`src/rtl/sbox_gf_pkg.sv`:
```
package sbox_gf_pkg;

  // 8x8 GF(2) matrix stored by column: entry [j] is the image of basis bit j
  typedef logic [7:0][7:0] mat8_t;

  typedef struct packed {
    logic mapInverseIn;   // select the inverse-direction input network
    logic mapInverseOut;  // select the inverse-direction output network
  } sboxStrobe_t;

  // reduction terms: x^8+x^4+x^3+x+1 for the byte field, x^4+x+1 for nibbles
  localparam logic [7:0] BYTE_RED   = 8'h1B;
  localparam logic [3:0] NIB_RED    = 4'h3;
  // extension polynomial y^2 + y + LAMBDA, irreducible since Tr(LAMBDA)=1
  localparam logic [3:0] LAMBDA     = 4'hC;
  localparam logic [7:0] AFF_CONST  = 8'h63;
  localparam logic [7:0] IAFF_CONST = 8'h05;

  function automatic logic [3:0] gf4Mul(input logic [3:0] a, input logic [3:0] b);
    logic [3:0] acc;
    logic [3:0] sh;
    logic       top;
    acc = '0;
    sh  = a;
    for (int i = 0; i < 4; i++) begin
      if (b[i]) acc = acc ^ sh;
      top = sh[3];
      sh  = {sh[2:0], 1'b0};
      if (top) sh = sh ^ NIB_RED;
    end
    return acc;
  endfunction

  // multiply in the tower field; byte [7:4] is the y coefficient
  function automatic logic [7:0] cfMul(input logic [7:0] a, input logic [7:0] b);
    logic [3:0] hh;
    logic [3:0] hi;
    logic [3:0] lo;
    hh = gf4Mul(a[7:4], b[7:4]);
    hi = hh ^ gf4Mul(a[7:4], b[3:0]) ^ gf4Mul(a[3:0], b[7:4]);
    lo = gf4Mul(hh, LAMBDA) ^ gf4Mul(a[3:0], b[3:0]);
    return {hi, lo};
  endfunction

  function automatic logic isByteFieldRoot(input logic [7:0] c);
    logic [7:0] c2;
    logic [7:0] c3;
    logic [7:0] c4;
    logic [7:0] c8;
    c2 = cfMul(c, c);
    c3 = cfMul(c2, c);
    c4 = cfMul(c2, c2);
    c8 = cfMul(c4, c4);
    return (c8 ^ c4 ^ c3 ^ c ^ 8'h01) == 8'h00;
  endfunction

  function automatic logic [7:0] matApply(input mat8_t m, input logic [7:0] v);
    logic [7:0] acc;
    acc = '0;
    for (int j = 0; j < 8; j++) if (v[j]) acc = acc ^ m[j];
    return acc;
  endfunction

  function automatic logic [7:0] matRow(input mat8_t m, input int r);
    logic [7:0] row;
    for (int j = 0; j < 8; j++) row[j] = m[j][r];
    return row;
  endfunction

  function automatic logic [7:0] rotl1(input logic [7:0] x);
    return {x[6:0], x[7]};
  endfunction

  function automatic logic [7:0] affLin(input logic [7:0] x);
    logic [7:0] r1;
    logic [7:0] r2;
    logic [7:0] r3;
    r1 = rotl1(x);
    r2 = rotl1(r1);
    r3 = rotl1(r2);
    return x ^ r1 ^ r2 ^ r3 ^ rotl1(r3);
  endfunction

  function automatic logic [7:0] invAffLin(input logic [7:0] x);
    logic [7:0] r1;
    logic [7:0] r3;
    logic [7:0] r6;
    r1 = rotl1(x);
    r3 = rotl1(rotl1(r1));
    r6 = rotl1(rotl1(rotl1(r3)));
    return r1 ^ r3 ^ r6;
  endfunction

  // byte field -> tower field: bit j goes to root^j
  function automatic mat8_t buildIso();
    mat8_t      m;
    logic [7:0] root;
    logic [7:0] p;
    logic       found;
    root  = 8'h02;
    found = 1'b0;
    for (int c = 2; c < 256; c++) begin
      if (!found && isByteFieldRoot(8'(c))) begin
        root  = 8'(c);
        found = 1'b1;
      end
    end
    p = 8'h01;
    for (int j = 0; j < 8; j++) begin
      m[j] = p;
      p    = cfMul(p, root);
    end
    return m;
  endfunction

  function automatic mat8_t buildIsoInv(input mat8_t iso);
    mat8_t m;
    m = '0;
    for (int j = 0; j < 8; j++)
      for (int x = 0; x < 256; x++)
        if (matApply(iso, 8'(x)) == 8'(1 << j)) m[j] = 8'(x);
    return m;
  endfunction

  localparam mat8_t ISO     = buildIso();
  localparam mat8_t ISO_INV = buildIsoInv(ISO);

  function automatic mat8_t buildFwdOut();
    mat8_t m;
    for (int j = 0; j < 8; j++) m[j] = affLin(ISO_INV[j]);
    return m;
  endfunction

  function automatic mat8_t buildInvIn();
    mat8_t m;
    for (int j = 0; j < 8; j++) m[j] = matApply(ISO, invAffLin(8'(1 << j)));
    return m;
  endfunction

  // merged maps: (back-map then affine) and (inverse affine then forward map)
  localparam mat8_t      FWD_OUT_MAT  = buildFwdOut();
  localparam mat8_t      INV_IN_MAT   = buildInvIn();
  localparam logic [7:0] INV_IN_CONST = matApply(ISO, IAFF_CONST);

endpackage

```
`src/rtl/sbox_linmap.sv`:
```
module sbox_linmap
  import sbox_gf_pkg::*;
#(
  parameter mat8_t      MAT    = '0,
  parameter logic [7:0] OFFSET = 8'h00
) (
  input  logic [7:0] vecIn,
  output logic [7:0] vecOut
);

  for (genvar gi = 0; gi < 8; gi++) begin : g_row
    localparam logic [7:0] ROW = matRow(MAT, gi);
    assign vecOut[gi] = (^(ROW & vecIn)) ^ OFFSET[gi];
  end

endmodule

```
`src/rtl/sbox_cf_inverter.sv`:
```
module sbox_cf_inverter
  import sbox_gf_pkg::*;
(
  input  logic [7:0] cfIn,
  output logic [7:0] cfOut
);

  logic [3:0] hiNib, loNib;
  logic [3:0] hiSq, loSq, crossTerm, scaledHi;
  logic [3:0] normVal, norm2, norm4, norm8, norm6, normInv;

  always_comb begin
    hiNib     = cfIn[7:4];
    loNib     = cfIn[3:0];
    hiSq      = gf4Mul(hiNib, hiNib);
    loSq      = gf4Mul(loNib, loNib);
    crossTerm = gf4Mul(hiNib, loNib);
    scaledHi  = gf4Mul(hiSq, LAMBDA);
    normVal   = scaledHi ^ crossTerm ^ loSq;
    // nibble inverse as v^14 = v^2 * v^4 * v^8 (zero stays zero)
    norm2     = gf4Mul(normVal, normVal);
    norm4     = gf4Mul(norm2, norm2);
    norm8     = gf4Mul(norm4, norm4);
    norm6     = gf4Mul(norm2, norm4);
    normInv   = gf4Mul(norm6, norm8);
    cfOut     = {gf4Mul(hiNib, normInv), gf4Mul(hiNib ^ loNib, normInv)};
  end

endmodule

```
`src/rtl/sbox_ctrl.sv`:
```
module sbox_ctrl
  import sbox_gf_pkg::*;
(
  input  logic        modeInv,
  output sboxStrobe_t strobe
);

  always_comb begin
    strobe.mapInverseIn  = modeInv;
    strobe.mapInverseOut = modeInv;
  end

endmodule

```
`src/rtl/sbox_datapath.sv`:
```
module sbox_datapath
  import sbox_gf_pkg::*;
(
  input  logic [7:0]  byteIn,
  input  sboxStrobe_t strobe,
  output logic [7:0]  byteOut
);

  logic [7:0] fwdMapped, invMapped, cfIn, cfOut, fwdResult, invResult;

  sbox_linmap #(.MAT(ISO), .OFFSET(8'h00)) u_mapFwdIn (
    .vecIn (byteIn),
    .vecOut(fwdMapped)
  );

  sbox_linmap #(.MAT(INV_IN_MAT), .OFFSET(INV_IN_CONST)) u_mapInvIn (
    .vecIn (byteIn),
    .vecOut(invMapped)
  );

  assign cfIn = strobe.mapInverseIn ? invMapped : fwdMapped;

  sbox_cf_inverter u_inv (
    .cfIn (cfIn),
    .cfOut(cfOut)
  );

  sbox_linmap #(.MAT(FWD_OUT_MAT), .OFFSET(AFF_CONST)) u_mapFwdOut (
    .vecIn (cfOut),
    .vecOut(fwdResult)
  );

  sbox_linmap #(.MAT(ISO_INV), .OFFSET(8'h00)) u_mapInvOut (
    .vecIn (cfOut),
    .vecOut(invResult)
  );

  assign byteOut = strobe.mapInverseOut ? invResult : fwdResult;

endmodule

```
`src/rtl/sbox_composite.sv`:
```
module sbox_composite
  import sbox_gf_pkg::*;
(
  input  logic       modeInv,
  input  logic [7:0] byteIn,
  output logic [7:0] byteOut
);

  sboxStrobe_t strobe;

  sbox_ctrl u_ctrl (
    .modeInv(modeInv),
    .strobe (strobe)
  );

  sbox_datapath u_dp (
    .byteIn (byteIn),
    .strobe (strobe),
    .byteOut(byteOut)
  );

endmodule

```
`config.mk`:
```
export PLATFORM = sky130hd
export DESIGN_NAME = sbox_composite
export DESIGN_NICKNAME = d
export VERILOG_FILES = /design/src/rtl/sbox_gf_pkg.sv /design/src/rtl/sbox_linmap.sv /design/src/rtl/sbox_cf_inverter.sv /design/src/rtl/sbox_ctrl.sv /design/src/rtl/sbox_datapath.sv /design/src/rtl/sbox_composite.sv
export SDC_FILE = /design/constraint.sdc
export NUM_CORES = 1
export LEC_CHECK = 0
export BUFFER_PORTS_ARGS = -buffer_cell sky130_fd_sc_hd__buf_4
export CAP_MARGIN = 10
export CORE_MARGIN = 5
export CORE_UTILIZATION = 30
export DETAILED_ROUTE_END_ITERATION = 7
export PLACE_DENSITY = 0.43
export SLEW_MARGIN = 20
export SYNTH_ARGS = -nofsm -noshare
export SYNTH_HDL_FRONTEND = slang
export SYNTH_SLANG_ARGS = --single-unit
```
`constraint.sdc`:
```
create_clock -name vclk -period 12.4
set_clock_uncertainty 0.2 [all_clocks]
set_input_delay 1.86 -clock vclk [all_inputs]
set_output_delay 1.86 -clock vclk [all_outputs]
set_load 0.03 [all_outputs]
```
==> summary.md <==
| Metric | Value |
|---|---|
| Max Slew Vio Count | `0` |
| Post-CTS Setup Bufs | `0` |
| FILL cells | `870` |
| Relative slew slack | `0.502` |
| Crit path launch type | `input pin` |
| Row count | `33` |
| Routed length per instance | `approximately 14 um` |
| Min-Delay Path Class | `input pin to output pin` |
| 1st-iter DRT viols | `62` |
| First-pass GRT wire length | `9.97 mm` |
| Starting density of the core | `0.307` |
| Die X | `101 um` |
| Post-CTS sizing | `0` |
| Status | `completed` |
| Post-DP Area | `2700 um^2` |
| Min-delay src | `modeInv` |
| Required @ worst endpoint | `10.34 ns` |
| # Max-Cap Violations | `0` |
| Sequential cell area | `0 um^2` |
| Die H | `101 um` |
| DRC | `0` |
| Tmin final | `11.05 ns` |
| Critical Path Sink | `byteOut[1]` |
| Yosys warning total | `0` |
| Critical path launch point | `byteIn[7]` |
| DR vias | `2,094` |
| Vias in the first global route | `1,991` |
| Core area | `between 8000 and 9000 um^2` |
| Post-CTS Hold Buffers | `0` |
| DR pass1 iterations | `4` |
| # setup viols final | `0` |
| DR vias/cell | `5.00` |
| Yosys cell types | `63` |
| Final #Nets | `330` |
| Final Hold Viols | `0` |
| Sequential cell count | `0` |
| Worst-margin pin slew | `slightly above 0.7 ns` |
| Overflow after GRT | `0` |
| Area taken by multi-input logic gates | `2350 um^2` |
| Cells after Synth | `around 310` |
| Die area | `slightly above 10,000 um^2` |
| # clk buffers | `0` |
| Final cycle utilization of the critical path | `0.891` |
| Most frequent cells in the layout | `45 x xnor2_1, 33 x nor2_1, 26 x nand2_1, 23 x xor2_1, 23 x buf_4` |
| Fraction of layout cells with a size suffix above 1 | `0.185` |
| Core Util, Final | `0.330` |
| Crit. End Element | `output pin` |
| GP Congestion | `0.779` |
| Fin Setup TNS | `0 ns` |
| Fmax | `between 90 and 100 MHz` |
| Synthesized area | `2510 um^2` |
| Largest driver fanout on the critical path | `19` |
| RSZ-0062 raised after global routing | `no` |
| Pin count of the biggest net entering global routing | `23` |
| Initial antenna violation count | `0` |
| Layout area overhead | `7.68%` |
| I/O pin cnt | `17` |
| Syn_nets | `roughly 330` |
| WHS | `4.12 ns` |
| Register area share after synthesis | `0` |
| Finished layout cell area | `2700 um^2` |
| # port buffers | `17` |
| Commonest non-fill, non-tap cell in the layout | `xnor2_1` |
| Antenna-violating nets left | `0` |
| Setup CP Type | `input pin to output pin` |
| Worst EP arrival | `8.99 ns` |
| Final HPWL DP | `4.57 mm` |
| Drt total wl | `5.79 mm` |
| Synthesized area per cell | `about 8 um^2` |
| Inserted Diodes | `0` |
| Gr usage total | `0.115` |
[how the worst min path moves through the flow]
stage | depth (start not counted) | endpoint
after floorplan | 3 | byteOut[5]
after global routing | 4 | byteOut[0]
after detailed placement | 4 | byteOut[0]
final | 4 | byteOut[0]
after CTS | 4 | byteOut[0]
after global placement | 4 | byteOut[3]
[critical path, cell delays in order]
cell and delay, ns:
buf_4 0.15, xnor2_2 0.25, xnor2_1 0.15, nand2_1 0.18
xnor2_2 0.39, ha_1 0.36, inv_1 0.14, xnor3_1 0.43
mux2i_2 0.21, xnor2_2 0.13, xnor2_2 0.26, xor2_2 0.38
xnor2_1 0.18, xnor2_1 0.14, ha_1 0.56, nor2_1 0.18
a221o_1 0.36, a32o_1 0.24, a221o_1 0.47, or4b_1 0.55
o211ai_2 0.10, xnor2_2 0.22, xor2_1 0.32, xor3_1 0.27
mux2i_1 0.19, xnor2_1 0.14, buf_4 0.18
[synth_stat cells, types with 2 or more instances]
cell type  instances  area (um^2)
xnor2_1           45          394
o21ai_0            7         35.0
xnor2_2           15          244
nand2_1           26         97.6
nand2b_1           7         43.8
o22ai_1            2         12.5
mux2i_1           17          170
and2_1             3         18.8
mux2_2             2         22.5
nor2b_1            3         18.8
a22oi_1            2         15.0
maj3_1             2         20.0
xor2_2             2         32.5
xnor3_1            7          158
a211o_1            2         17.5
or3_1              3         18.8
ha_1               5         62.6
nand3_1           11         55.1
a21oi_1           11         55.1
o221ai_1           2         17.5
o21ai_1            6         30.0
buf_2             11         55.1
nor2_1            33          124
inv_1             12         45.0
a32o_1             2         20.0
clkbuf_1           7         26.3
o211ai_1           2         15.0
or2_1              3         18.8
xor3_1             4         95.1
a221o_1            2         20.0
buf_6              2         22.5
xor2_1            23          201
[layout make-up]
type | instances | share of cell area
repair buffers | 23 | 0.0639
well taps | 105 | 0.0487
multi-input cells | 278 | 0.869
inverters | 13 | 0.0181
[through the flow]
step	worst slack, ns	cells
floorplan	1.90	312
global placement	1.26	419
detailed placement	1.33	419
CTS	1.31	419
global route	0.780	419
finish	1.35	419
[cell families after synthesis]
| family | after synthesis | synth area share |
|---|---|---|
| mux | 20 | 0.0823 |
| fa+ha+maj | 7 | 0.0329 |
| compound gates | 52 | 0.158 |
| buf+inv | 34 | 0.0639 |
| simple gates | 101 | 0.194 |
| xor+xnor | 98 | 0.470 |
[layer usage]
layer  routed length, um  track usage  vias to the layer above
met4                  46      0.00920                        0
li1                    -            -                     1061
met2                2710        0.194                       31
met1                2910        0.171                      996
met3                 115     0.000689                        6
met5                   0            0                        -
Power is left out: the tool's default activity adds up to more than one toggle a clock period on the data nets, which glitch-free logic cannot reach.
